$ cat src/rtl/rks_pkg.sv
package rks_pkg;

  localparam int NIB_W = 4;

  function automatic logic [NIB_W-1:0] sub_fwd(input logic [NIB_W-1:0] x);
    logic [NIB_W-1:0] y;
    case (x)
      4'h0: y = 4'hC;  4'h1: y = 4'h5;  4'h2: y = 4'h6;  4'h3: y = 4'hB;
      4'h4: y = 4'h9;  4'h5: y = 4'h0;  4'h6: y = 4'hA;  4'h7: y = 4'hD;
      4'h8: y = 4'h3;  4'h9: y = 4'hE;  4'hA: y = 4'hF;  4'hB: y = 4'h8;
      4'hC: y = 4'h4;  4'hD: y = 4'h7;  4'hE: y = 4'h1;  default: y = 4'h2;
    endcase
    return y;
  endfunction

  function automatic logic [NIB_W-1:0] sub_inv(input logic [NIB_W-1:0] x);
    logic [NIB_W-1:0] y;
    case (x)
      4'h0: y = 4'h5;  4'h1: y = 4'hE;  4'h2: y = 4'hF;  4'h3: y = 4'h8;
      4'h4: y = 4'hC;  4'h5: y = 4'h1;  4'h6: y = 4'h2;  4'h7: y = 4'hD;
      4'h8: y = 4'hB;  4'h9: y = 4'h4;  4'hA: y = 4'h6;  4'hB: y = 4'h3;
      4'hC: y = 4'h0;  4'hD: y = 4'h7;  4'hE: y = 4'h9;  default: y = 4'hA;
    endcase
    return y;
  endfunction

endpackage

$ cat src/rtl/rks_fwd_round.sv
module rks_fwd_round #(
  parameter int KEY_W   = 80,
  parameter int CTR_W   = 5,
  parameter int ROT     = 61,
  parameter int CTR_LSB = 15
) (
  input  logic [KEY_W-1:0] key_i,
  input  logic [CTR_W-1:0] ctr_i,
  output logic [KEY_W-1:0] key_o
);
  import rks_pkg::*;

  logic [KEY_W-1:0] rotated;

  always_comb begin
    rotated = (key_i << ROT) | (key_i >> (KEY_W - ROT));
    key_o = rotated;
    key_o[KEY_W-1 -: NIB_W] = sub_fwd(rotated[KEY_W-1 -: NIB_W]);
    key_o[CTR_LSB +: CTR_W] = rotated[CTR_LSB +: CTR_W] ^ ctr_i;
  end

endmodule

$ cat src/rtl/rks_bwd_round.sv
module rks_bwd_round #(
  parameter int KEY_W   = 80,
  parameter int CTR_W   = 5,
  parameter int ROT     = 61,
  parameter int CTR_LSB = 15
) (
  input  logic [KEY_W-1:0] key_i,
  input  logic [CTR_W-1:0] ctr_i,
  output logic [KEY_W-1:0] key_o
);
  import rks_pkg::*;

  logic [KEY_W-1:0] unmixed;

  always_comb begin
    unmixed = key_i;
    unmixed[CTR_LSB +: CTR_W] = key_i[CTR_LSB +: CTR_W] ^ ctr_i;
    unmixed[KEY_W-1 -: NIB_W] = sub_inv(key_i[KEY_W-1 -: NIB_W]);
    key_o = (unmixed >> ROT) | (unmixed << (KEY_W - ROT));
  end

endmodule

$ cat src/rtl/rks_ffwd_seq.sv
module rks_ffwd_seq #(
  parameter int ROUNDS = 31
) (
  input  logic clk,
  input  logic rst_n,
  input  logic load_i,
  input  logic start_i,
  input  logic manual_i,
  output logic run_o,
  output logic busy_o,
  output logic done_o
);
  localparam int LW = $clog2(ROUNDS + 1);

  logic [LW-1:0] left_q;
  logic          done_q;
  logic          accept;

  assign busy_o = (left_q != '0);
  assign accept = start_i && !load_i && !busy_o;
  assign run_o  = !load_i && (accept || busy_o);
  assign done_o = done_q;

  always_ff @(posedge clk or negedge rst_n) begin
    if (!rst_n) begin
      left_q <= '0;
      done_q <= 1'b0;
    end else if (load_i) begin
      left_q <= '0;
      done_q <= 1'b0;
    end else if (accept) begin
      left_q <= LW'(ROUNDS - 1);
      done_q <= (ROUNDS == 1);
    end else if (busy_o) begin
      left_q <= left_q - LW'(1);
      done_q <= (left_q == LW'(1));
    end else if (manual_i) begin
      done_q <= 1'b0;
    end
  end

  // checker: length of each busy stretch
  logic [LW:0] run_len;
  always_ff @(posedge clk or negedge rst_n) begin
    if (!rst_n)      run_len <= '0;
    else if (busy_o) run_len <= run_len + (LW+1)'(1);
    else             run_len <= '0;
  end

  assert_run_len_R9: assert property (@(posedge clk) disable iff (!rst_n)
    run_len <= (LW+1)'(ROUNDS));

  assert_done_after_run_R9: assert property (@(posedge clk) disable iff (!rst_n)
    $rose(done_o) |-> $past(run_o));

  assert_load_clears_done_R11: assert property (@(posedge clk) disable iff (!rst_n)
    load_i |=> !done_o && !busy_o);

endmodule

$ cat src/rtl/rkey_sched80.sv
module rkey_sched80 #(
  parameter int KEY_W   = 80,
  parameter int RK_W    = 64,
  parameter int CTR_W   = 5,
  parameter int ROUNDS  = 31,
  parameter int ROT     = 61,
  parameter int CTR_LSB = 15
) (
  input  logic             clk,
  input  logic             rst_n,
  input  logic             load_i,
  input  logic [KEY_W-1:0] key_i,
  input  logic             step_i,
  input  logic             dir_i,
  input  logic             ff_start_i,
  output logic             ff_done_o,
  output logic [RK_W-1:0]  round_key_o,
  output logic [CTR_W-1:0] round_o
);
  localparam int RK_LSB = KEY_W - RK_W;

  logic [KEY_W-1:0] key_q, key_fwd, key_bwd;
  logic [CTR_W-1:0] ctr_q, ctr_prev;
  logic             run, busy, manual;

  assign ctr_prev = ctr_q - CTR_W'(1);
  assign manual   = step_i && !load_i;

  rks_fwd_round #(.KEY_W(KEY_W), .CTR_W(CTR_W), .ROT(ROT), .CTR_LSB(CTR_LSB)) u_fwd (
    .key_i(key_q), .ctr_i(ctr_q), .key_o(key_fwd));

  rks_bwd_round #(.KEY_W(KEY_W), .CTR_W(CTR_W), .ROT(ROT), .CTR_LSB(CTR_LSB)) u_bwd (
    .key_i(key_q), .ctr_i(ctr_prev), .key_o(key_bwd));

  rks_ffwd_seq #(.ROUNDS(ROUNDS)) u_seq (
    .clk(clk), .rst_n(rst_n), .load_i(load_i), .start_i(ff_start_i),
    .manual_i(manual), .run_o(run), .busy_o(busy), .done_o(ff_done_o));

  always_ff @(posedge clk or negedge rst_n) begin
    if (!rst_n) begin
      key_q <= '0;
      ctr_q <= CTR_W'(1);
    end else if (load_i) begin
      key_q <= key_i;
      ctr_q <= CTR_W'(1);
    end else if (run || (step_i && !dir_i)) begin
      key_q <= key_fwd;
      ctr_q <= ctr_q + CTR_W'(1);
    end else if (step_i) begin
      key_q <= key_bwd;
      ctr_q <= ctr_prev;
    end
  end

  assign round_key_o = key_q[KEY_W-1:RK_LSB];
  assign round_o     = ctr_q;

  assert_load_R2: assert property (@(posedge clk) disable iff (!rst_n)
    load_i |=> (round_o == CTR_W'(1)) && (key_q == $past(key_i)) && !ff_done_o);

  assert_fwd_round_R5: assert property (@(posedge clk) disable iff (!rst_n)
    (step_i && !dir_i && !load_i) |=> round_o == $past(round_o) + CTR_W'(1));

  assert_fwd_rotate_R4: assert property (@(posedge clk) disable iff (!rst_n)
    (step_i && !dir_i && !load_i) |=> key_q[60:20] == $past(key_q[79:39]));

  assert_bwd_round_R6: assert property (@(posedge clk) disable iff (!rst_n)
    (step_i && dir_i && !load_i && !ff_start_i && !busy) |=>
      round_o == $past(round_o) - CTR_W'(1));

  assert_busy_ignores_dir_R10: assert property (@(posedge clk) disable iff (!rst_n)
    (busy && step_i && dir_i && !load_i) |=> round_o == $past(round_o) + CTR_W'(1));

  assert_hold_R8: assert property (@(posedge clk) disable iff (!rst_n)
    (!load_i && !step_i && !ff_start_i && !busy) |=> $stable(key_q) && $stable(round_o));

endmodule

$ cat config.mk
export PLATFORM = sky130hd
export DESIGN_NAME = rkey_sched80
export DESIGN_NICKNAME = d
export VERILOG_FILES = /design/src/rtl/rks_pkg.sv /design/src/rtl/rks_fwd_round.sv /design/src/rtl/rks_bwd_round.sv /design/src/rtl/rks_ffwd_seq.sv /design/src/rtl/rkey_sched80.sv
export SDC_FILE = /design/constraint.sdc
export NUM_CORES = 1
export LEC_CHECK = 0
export CAP_MARGIN = 40
export CORE_MARGIN = 8
export CORE_UTILIZATION = 40
export CTS_BUF_LIST = sky130_fd_sc_hd__clkbuf_16
export DETAILED_ROUTE_END_ITERATION = 10
export PLACE_DENSITY_LB_ADDON = 0.12
export SLEW_MARGIN = 20
export SYNTH_ARGS = -nofsm -noshare
export SYNTH_HDL_FRONTEND = slang
export SYNTH_HIERARCHICAL = 1
export SYNTH_SLANG_ARGS = --single-unit
$ cat constraint.sdc
create_clock -name clk -period 2.4 [get_ports clk]
set_clock_uncertainty 0.05 [all_clocks]
set_input_delay 0.36 -clock clk [delete_from_list [all_inputs] [get_ports clk]]
set_output_delay 0.36 -clock clk [all_outputs]
set_load 0.02 [all_outputs]
Yosys cells after proc, flatten, opt, wreduce, memory -nomap -nowiden
Memory sizes are Yosys's and may differ from the RTL's. Index checks and enable logic that the tools add are counted.

Register bits after elaboration: 91. Memories kept: 2. Output and inout bits: 70. Bits in read-only memories: 128.

Bitwise gates (word level): 4. $add $sub $neg: 3. Reductions and logical operators: 14. Equal/unequal tests: 1. Muxes and demuxes: 13.

Memory list: (no name shown) (depth 16, width 4, rd ports 1, clocked after Yosys merged registers in 0, wr ports 0, RTL line rks_pkg.sv:18) `case (x)`; (no name shown) (depth 16, width 4, rd ports 1, clocked after Yosys merged registers in 0, wr ports 0, RTL line rks_pkg.sv:7) `case (x)`.

Operators with widths (number): $mux W80 (3); $or A19 B80 Y80 (1); $or A80 B61 Y80 (1); $mux W5 (6); $sub A5 B1 Y5 const B (2); $xor A5 B5 Y5 (2); $reduce_bool A3 Y1 (2); $add A5 B1 Y5 const B (1); $eq A5 B1 Y1 const B (1); $logic_and A1 B1 Y1 (5); $reduce_bool A5 Y1 (1); $mux W1 (4); $reduce_bool A4 Y1 (1); $logic_not A1 Y1 (3); $logic_or A1 B1 Y1 (2).

Depth between registers and ports, before layout
Gate-level depths: netlist of the first run.

Word-level depth: 8. Gate-level depth with buffers: 13. Gate-level depth less buffers: 9.

Modules after synthesis
Netlist of the first run, hierarchy kept.

By module, submodules not included: rkey_sched80 (instances 1, sequential area each 2128.3 um^2, cells each 659, area an instance 5748.0 um^2); rks_bwd_round (instances 1, sequential area each 0.0 um^2, cells each 101, area an instance 777.0 um^2); rks_fwd_round (instances 1, sequential area each 0.0 um^2, cells each 94, area an instance 755.7 um^2); rks_ffwd_seq (instances 1, sequential area each 150.1 um^2, cells each 33, area an instance 350.3 um^2).

Worst setup path before layout of the first run
No wires, ideal clock.

Kind: register to register. From: register u_seq.left_q[0]. To: register ctr_q[2] (netlist: round_o[2]). Setup time: 0.128 ns. Buffers on the path: 3. Period minus slack after synthesis: 2.517 ns. Arrival: 2.339 ns. Slack: -0.117 ns. Cell stages (with the launch flop): 13. Cells stage by stage: dfrtp_1 -> inv_1 -> ha_1 -> or4b_1 -> buf_6 -> o21bai_1 -> inv_1 -> buf_2 -> buf_4 -> inv_2 -> nand3_1 -> a21oi_1 -> mux2_1.

Longest elaborated chain between the ends: 8. Elaborated cells between the ends (all ways): 9. Those cells by class: mux (2); reduce/logical (7).

RTL lines: start: declaration (RTL line rks_ffwd_seq.sv:15) `logic [LW-1:0] left_q;`; start signal: assignment (RTL line rks_ffwd_seq.sv:32) `left_q <= LW'(ROUNDS - 1);`; start signal: assignment (RTL line rks_ffwd_seq.sv:35) `left_q <= left_q - LW'(1);`; $reduce_bool A5 Y1 (*) (RTL line rks_ffwd_seq.sv:19) `assign busy_o = (left_q != '0);`; via busy (RTL line rkey_sched80.sv:24) `logic run, busy, manual;`; $logic_not A1 Y1 (RTL line rks_ffwd_seq.sv:20) `assign accept = start_i && !load_i && !busy_o;`; $logic_and A1 B1 Y1 (RTL line rks_ffwd_seq.sv:20); $logic_or A1 B1 Y1 (*) (RTL line rks_ffwd_seq.sv:21) `assign run_o = !load_i && (accept || busy_o);`; $logic_and A1 B1 Y1 (*) (RTL line rks_ffwd_seq.sv:21); via run (RTL line rkey_sched80.sv:24); $logic_or A1 B1 Y1 (*) (RTL line rkey_sched80.sv:46) `end else if (run || (step_i && !dir_i)) begin`; $mux W5 (RTL line rkey_sched80.sv:46); $mux W5 (RTL line rkey_sched80.sv:43) `end else if (load_i) begin`; end signal: assignment (RTL line rkey_sched80.sv:48) `ctr_q <= ctr_q + CTR_W'(1);`; end signal: assignment (RTL line rkey_sched80.sv:51) `ctr_q <= ctr_prev;`; end: declaration (RTL line rkey_sched80.sv:23) `logic [CTR_W-1:0] ctr_q, ctr_prev;`.

The timed path passes the listed nets; every way through them passes the cells marked *. A chain may end at the register's enable or synchronous reset.

Worst setup path in the final report of the first run
From: register u_seq.left_q[0]. To: register key_q[32].

Longest elaborated chain between the ends: 8. Elaborated cells between the ends (all ways): 9. Those cells by class: mux (2); reduce/logical (7).

RTL lines: $reduce_bool A5 Y1 (*) (RTL line rks_ffwd_seq.sv:19); via busy (RTL line rkey_sched80.sv:24); $logic_not A1 Y1 (RTL line rks_ffwd_seq.sv:20); $logic_and A1 B1 Y1 (RTL line rks_ffwd_seq.sv:20); $logic_or A1 B1 Y1 (*) (RTL line rks_ffwd_seq.sv:21); $logic_and A1 B1 Y1 (*) (RTL line rks_ffwd_seq.sv:21); via run (RTL line rkey_sched80.sv:24); $logic_or A1 B1 Y1 (*) (RTL line rkey_sched80.sv:46); $mux W80 (RTL line rkey_sched80.sv:46); $mux W80 (RTL line rkey_sched80.sv:43); end signal: assignment (RTL line rkey_sched80.sv:44) `key_q <= key_i;`; end signal: assignment (RTL line rkey_sched80.sv:47) `key_q <= key_fwd;`; end signal: assignment (RTL line rkey_sched80.sv:50) `key_q <= key_bwd;`; end: declaration (RTL line rkey_sched80.sv:22) `logic [KEY_W-1:0] key_q, key_fwd, key_bwd;`.

Marks and branches as above.

==> impl_metrics.tcl, run 1 <==
set metrics [dict create \
    status "complete, no violations" \
    yosys_register_bits 91 \
    nNetsFinal 919 \
    cts_tree "built" \
    worstReg2RegStart "u_seq/left_q[0]" \
    critPathKind "reg -> reg" \
    crit_chain "inv_2, ha_4, or4b_4, o21bai_4, clkinv_4, nor2b_4, buf_12, clkbuf_16, a22o_1, a21oi_1, o21ai_1" \
    die_h_um 154 \
    hpwl_um 14600 \
    ys_warn_count 6 \
    pwr-share-comb 0.456 \
    synth_edf_count 0 \
    start_util 0.408 \
    gp_congestion 0.789 \
    p_sw_mw 2.58 \
    p_seq_frac 0.338 \
    avgViaCountPerCell 5.80 \
    nFillCells 1730 \
    multi_input_area_um2 3430 \
    synth_area_um2 7630 \
    p_per_area_nw_per_um2 786 \
    cts.sinks 91 \
    hp-class "in -> reg" \
    max_freq_mhz 418 \
    drive_above_1_share 0.0961 \
    clk_latency_ns 0.35 \
    placed_area_um2 7820 \
    cts.htree.levels 3 \
    cp-startpoint "u_seq/left_q[0]" \
    rr_endpoint "key_q[32]" \
    maxCapViolations 0 \
    grt_pass1_vias 5943 \
    drt-total-wl_um 23100 \
    start_kind "register" \
    synth_ff_type "dfrtp_1" \
    critPathRequiredTime_ns 2.63 \
    slew_headroom 0.523 \
    setup_viol 0 \
    cts.clk_slew.worst_paths_ns 0.07 \
    ys_types 47 \
    timing.final.crit_share 0.997 \
    max_stage_delay_ns 0.47 \
    clk_path_buf_depth 2 \
    num_rows 50 \
    peakVddDrop_v 0.000411 \
    overflow 0 \
    grt_max_degree 173 \
    die_area_um2 23800 \
    leakage_nw 3.56 \
    internal-power_mw 4.07 \
    antenna_cells 0 \
    async_reset_ff_frac 1.00 \
    core_um2 18700 \
    place_ws_ns -0.0854 \
    period_needed_ns 2.39 \
    final-hold-violation-count 0 \
    syn_avg_cell_area_um2 8.60 \
    arrival_ns 2.62 \
    hp-start "load_i" \
    drv_slew 0 \
    grt_pass1_wl_um 34700 \
    syn_to_final_growth_pct 10.8 \
    crit_path_max_fanout 10 \
    grt.total_usage 0.181 \
    reg2reg_slack_ns 0.007 \
    syn_inst 887 \
    layout_setup_ws_ns 0.00739 \
    clkPwrFrac 0.206 \
    regArea_um2 2280 \
    p_sw_frac 0.388 \
    postLayoutCellArea_um2 8460 \
    io_pins 156 \
    postRouteAntennaNets 0 \
    vias 6125 \
    synth_fp_nets 989 \
    reg2reg_depth 11 \
    antenna_found_initial 0 \
    dr.pass1.iters 5 \
    yosysSeqAreaShare 0.299 \
    first_iter_violations 417 \
    grt_setup_unrepaired "yes" \
    endpoint_kind "register" \
    placement.io_buffers 155 \
    die_w_um 154 \
    critPathSlowestCell "or4b_4" \
    post_drt_wl_per_cell_um 21.9 \
    cts_buffers 9 \
    drc_errors 0 \
    root_buffer "clkbuf_16" \
    endpoint "key_q[32]" \
    tightest_slew_ns 0.715 \
]
placed cells by master, fill, tap and decap left out, types with 3 or more instances in the layout:
cell type and instances:
xor2_1 13, nor3_1 3, ha_1 15, a21oi_2 5, inv_1 11, xnor2_1 6, inv_2 4, nand3_1 6
a21oi_1 81, clkbuf_16 16, clkinv_2 3, clkdlybuf4s50_1 152, dfrtp_1 90, o21ai_1 81, a22o_1 160, nor2_1 11
buf_4 17, buf_16 3, buf_12 8, mux4_2 3, nand2_1 85, o21ai_0 3, buf_6 3
critical path: cells and delay by family, from the launching register on:
family | cells | cell delay [ns]
and+or+nand+nor | 2 | 0.66
buffers and inverters | 4 | 0.58
AOI/OAI and AO/OA | 4 | 0.50
DFF | 1 | 0.39
adders and majority gates | 1 | 0.13
registers in the layout, summed over array words and instances (netlist names):
register / cells
key_q: 80
round_o: 5
u_seq/done_o: 1
u_seq/left_q: 5
cells by family after synthesis:
logic type / after synthesis / synth area share
AOI/OAI and AO/OA: 347 / 0.313
buffers and inverters: 289 / 0.261
and+or+nand+nor: 119 / 0.0669
DFF: 91 / 0.299
xor gates and xnor gates: 19 / 0.0218
adders and majority gates: 16 / 0.0262
muxes: 6 / 0.0130
synthesized netlist by cell type, drive strengths merged, types with 2 or more instances:
master,n,area (um2)
a211oi,2,20.0
xnor2,6,52.6
xor2,13,114
mux2i,2,20.0
nor2,12,47.6
a21oi,86,430
ha,16,200
inv,16,60.1
buf,239,1800
nor2b,3,18.8
nor3b,3,27.5
o21bai,2,15.0
nand2b,2,12.5
or4b,2,20.0
nor3,3,15.0
nand3,6,30.0
o21ai,85,425
clkbuf,34,128
dfrtp,90,2250
o21a,2,15.0
mux4,3,67.6
a22o,161,1410
nand2,85,319
worst min path at each step:
stage | slack (ns) | cells past startpoint | to
finish | 0.38 | 4 | u_seq/left_q[2]
global route | 0.40 | 4 | u_seq/left_q[3]
CTS | 0.37 | 4 | u_seq/left_q[2]
detailed placement | 0.36 | 1 | key_q[20]
global placement | 0.36 | 1 | key_q[58]
floorplan | 0.01 | 0 | key_q[0]
final cells by class:
class                           instances  area share
Timing Repair Buffer                  192       0.251
Clock buffer                            9      0.0266
Inverter                               16     0.00769
Clock inverter                          7     0.00518
Sequential cell                        91       0.269
Multi-Input combinational cell        507       0.405
Tap cell                              234      0.0346
stage by stage:
stage / util / instances / setup TNS [ns] / hold WS (ns) / power [mW]
floorplan: - / 887 / 0 / 0.0144 / 4.70
global placement: 0.418 / 1022 / -0.0113 / 0.360 / 4.98
detailed placement: 0.418 / 1022 / -0.658 / 0.357 / 5.05
CTS: 0.437 / 1044 / 0 / 0.367 / 6.49
global route: 0.452 / 1056 / -5.09 / 0.404 / 7.04
finish: 0.452 / 1056 / 0 / 0.381 / 6.65
per-layer routing:
metal / share of wire / GRT usage / vias to the layer above
met5: 0 / 0 / -
met4: 0.010 / 0.0392 / 0
met3: 0.063 / 0.0412 / 23
met2: 0.46 / 0.283 / 223
met1: 0.46 / 0.250 / 3069
li1: - / - / 2810
timing repair:
action,in CTS,in global routing
cloned,1,9
hold endpoints to repair,36,0
hold buffers,1,0
setup endpoints to repair,62,78
pin swaps,2,63
setup buffers,4,3
gates resized for setup,5,12
power groups by stage:
stage / Sequential (mW) / Combinational (mW) / Clock, mW
final: 2.25 / 3.03 / 1.37
after global routing: 2.29 / 3.28 / 1.46
after CTS: 2.24 / 2.86 / 1.39
after detailed placement: 2.27 / 2.78 / 0
after global placement: 2.26 / 2.72 / 0
after floorplan: 2.08 / 2.62 / 0
No activity file was read; power rests on OpenSTA's default activity.
==> run 2, diff against run 1 <==
--- a/config.mk
+++ b/config.mk
@@ -16,3 +16,4 @@
 export SYNTH_HDL_FRONTEND = slang
 export SYNTH_HIERARCHICAL = 1
 export SYNTH_SLANG_ARGS = --single-unit
+export TNS_END_PERCENT = 50
==> run 2 against run 1 <==
Against the previous run:
- the run now ends with negative setup slack left
- power barely moved
- worst setup slack worse by 0.018 ns
- die area is the same
- wire length about the same
- sequential cell count did not move
- sequential power hardly changed
- core utilization shrank 0.10 points
- critical path depth unchanged
==> impl_metrics.tcl, run 2 (synthesis gave the netlist of run 1 again) <==
set metrics [dict create \
    period_needed_ns 2.41 \
    setup_viol 3 \
    grt_pass1_wl_um 34700 \
    regMostFlops "key_q" \
    clk_path_buf_depth 2 \
    cp-startpoint "u_seq/left_q[0]" \
    clkPwrFrac 0.206 \
    postLayoutCellArea_um2 8440 \
    nFillCells 1725 \
    antenna_found_initial 0 \
    p_sw_frac 0.389 \
    layout_setup_ws_ns -0.0109 \
    reg2reg_depth 11 \
    arrival_ns 2.64 \
    leakage_nw 3.55 \
    critPathRequiredTime_ns 2.63 \
    core_um2 18700 \
    hp-class "in -> reg" \
    slew_headroom 0.526 \
    p_per_area_nw_per_um2 788 \
    clk_latency_ns 0.36 \
    internal-power_mw 4.06 \
    worstReg2RegStart "u_seq/left_q[0]" \
    most-common-layout-cells "160 x a22o_1, 152 x clkdlybuf4s50_1, 90 x dfrtp_1" \
    utilization 0.451 \
    cts_buffers 9 \
    final_common_cell "a22o_1" \
    dp.cells 1022 \
    first_iter_violations 456 \
    cts.sinks 91 \
    max_freq_mhz 415 \
    placement.io_buffers 155 \
    start_kind "register" \
    endpoint "key_q[78]" \
    cts_tree "built" \
    gp_congestion 0.789 \
    status "finished with violations" \
    drv_slew 0 \
    antenna_cells 0 \
    maxCapViolations 0 \
    peakVddDrop_v 0.000410 \
    regArea_um2 2280 \
    cts.clk_slew.worst_paths_ns 0.08 \
    drc_errors 0 \
    grt_pass1_vias 5943 \
    grt_setup_unrepaired "yes" \
    final-hold-violation-count 0 \
    endpoint_kind "register" \
    multi_input_area_um2 3420 \
    die_h_um 154 \
    die_area_um2 23800 \
    hpwl_um 14600 \
    p_sw_mw 2.59 \
    syn_to_final_growth_pct 10.6 \
    io_pins 156 \
    timing.final.crit_share 1.00 \
    postRouteAntennaNets 0 \
    place_ws_ns -0.0854 \
    rr_endpoint "key_q[78]" \
    dr.pass1.iters 5 \
    num_rows 50 \
    crit_path_max_fanout 8 \
    placed_area_um2 7820 \
    root_buffer "clkbuf_16" \
    finalNonFillerCells 1055 \
    tightest_slew_ns 0.712 \
    vias 6063 \
    nNetsFinal 918 \
    failed_checks "negative setup slack" \
    p_seq_frac 0.338 \
    grt.total_usage 0.181 \
    avgViaCountPerCell 5.75 \
    start_util 0.408 \
    reg2reg_slack_ns -0.01 \
    pwr-share-comb 0.455 \
    critPathKind "reg -> reg" \
    drive_above_1_share 0.0926 \
    largest_reg_flops 80 \
    die_w_um 154 \
    overflow 0 \
    drt-total-wl_um 23200 \
    post_drt_wl_per_cell_um 21.9 \
    cts.htree.levels 3 \
    grt_max_degree 173 \
]
-- run 2: worst min path at each step --
stage / startpoint / end / slack [ns] / cells past startpoint
2_1_floorplan: rst_n / key_q[0] / 0.01 / 0
5_1_grt: load_i / u_seq/left_q[3] / 0.40 / 4
3_3_place_gp: rst_n / key_q[58] / 0.36 / 1
6_report: load_i / u_seq/left_q[2] / 0.38 / 4
4_1_cts: load_i / u_seq/left_q[2] / 0.37 / 4
3_5_place_dp: rst_n / key_q[20] / 0.36 / 1
-- run 2: power groups by stage --
stage / combinational [mW] / clock, mW / sequential, mW
after global routing: 3.27 / 1.46 / 2.29
after CTS: 2.86 / 1.39 / 2.24
after detailed placement: 2.78 / 0 / 2.27
final: 3.03 / 1.37 / 2.25
after floorplan: 2.62 / 0 / 2.08
after global placement: 2.72 / 0 / 2.26
-- run 2: worst max-delay path, stage by stage (launching register included) --
cell and delay, ns:
dfrtp_1 0.39, inv_2 0.09, ha_4 0.13, or4b_4 0.48, o21bai_4 0.17, clkinv_4 0.13
nor2b_4 0.19, buf_8 0.18, clkbuf_16 0.17, a22o_1 0.12, a21oi_1 0.06, o21ai_1 0.17
-- run 2: final cells by class --
| type | instances | share of cell area |
|---|---|---|
| clock inverter | 7 | 0.00519 |
| tap | 234 | 0.0347 |
| inverter | 16 | 0.00771 |
| clock buffer | 9 | 0.0267 |
| sequential | 91 | 0.270 |
| timing repair buffer | 191 | 0.251 |
| multi-input combinational | 507 | 0.405 |
-- run 2: what timing repair did --
action	in CTS	in global routing
hold endpoints to repair	36	0
pin swaps	2	53
gates cloned	1	8
hold buffers	1	0
gates resized for setup	5	10
endpoints found under the setup margin	62	78
buffers inserted	4	3
-- run 2: routing by layer --
| metal | track usage | up-vias | part of all wire |
|---|---|---|---|
| li1 | - | 2816 | - |
| met1 | 0.250 | 3004 | 0.46 |
| met2 | 0.283 | 226 | 0.46 |
| met3 | 0.0412 | 17 | 0.067 |
| met4 | 0.0392 | 0 | 0.0088 |
| met5 | 0 | - | 0 |
-- run 2: per-stage QoR --
step / total power, mW / hold slack, ns / TNS, ns
floorplan: 4.70 / 0.0144 / 0
global placement: 4.98 / 0.360 / -0.0113
detailed placement: 5.05 / 0.357 / -0.658
CTS: 6.49 / 0.367 / 0
global route: 7.03 / 0.404 / -5.17
finish: 6.65 / 0.383 / -0.0156
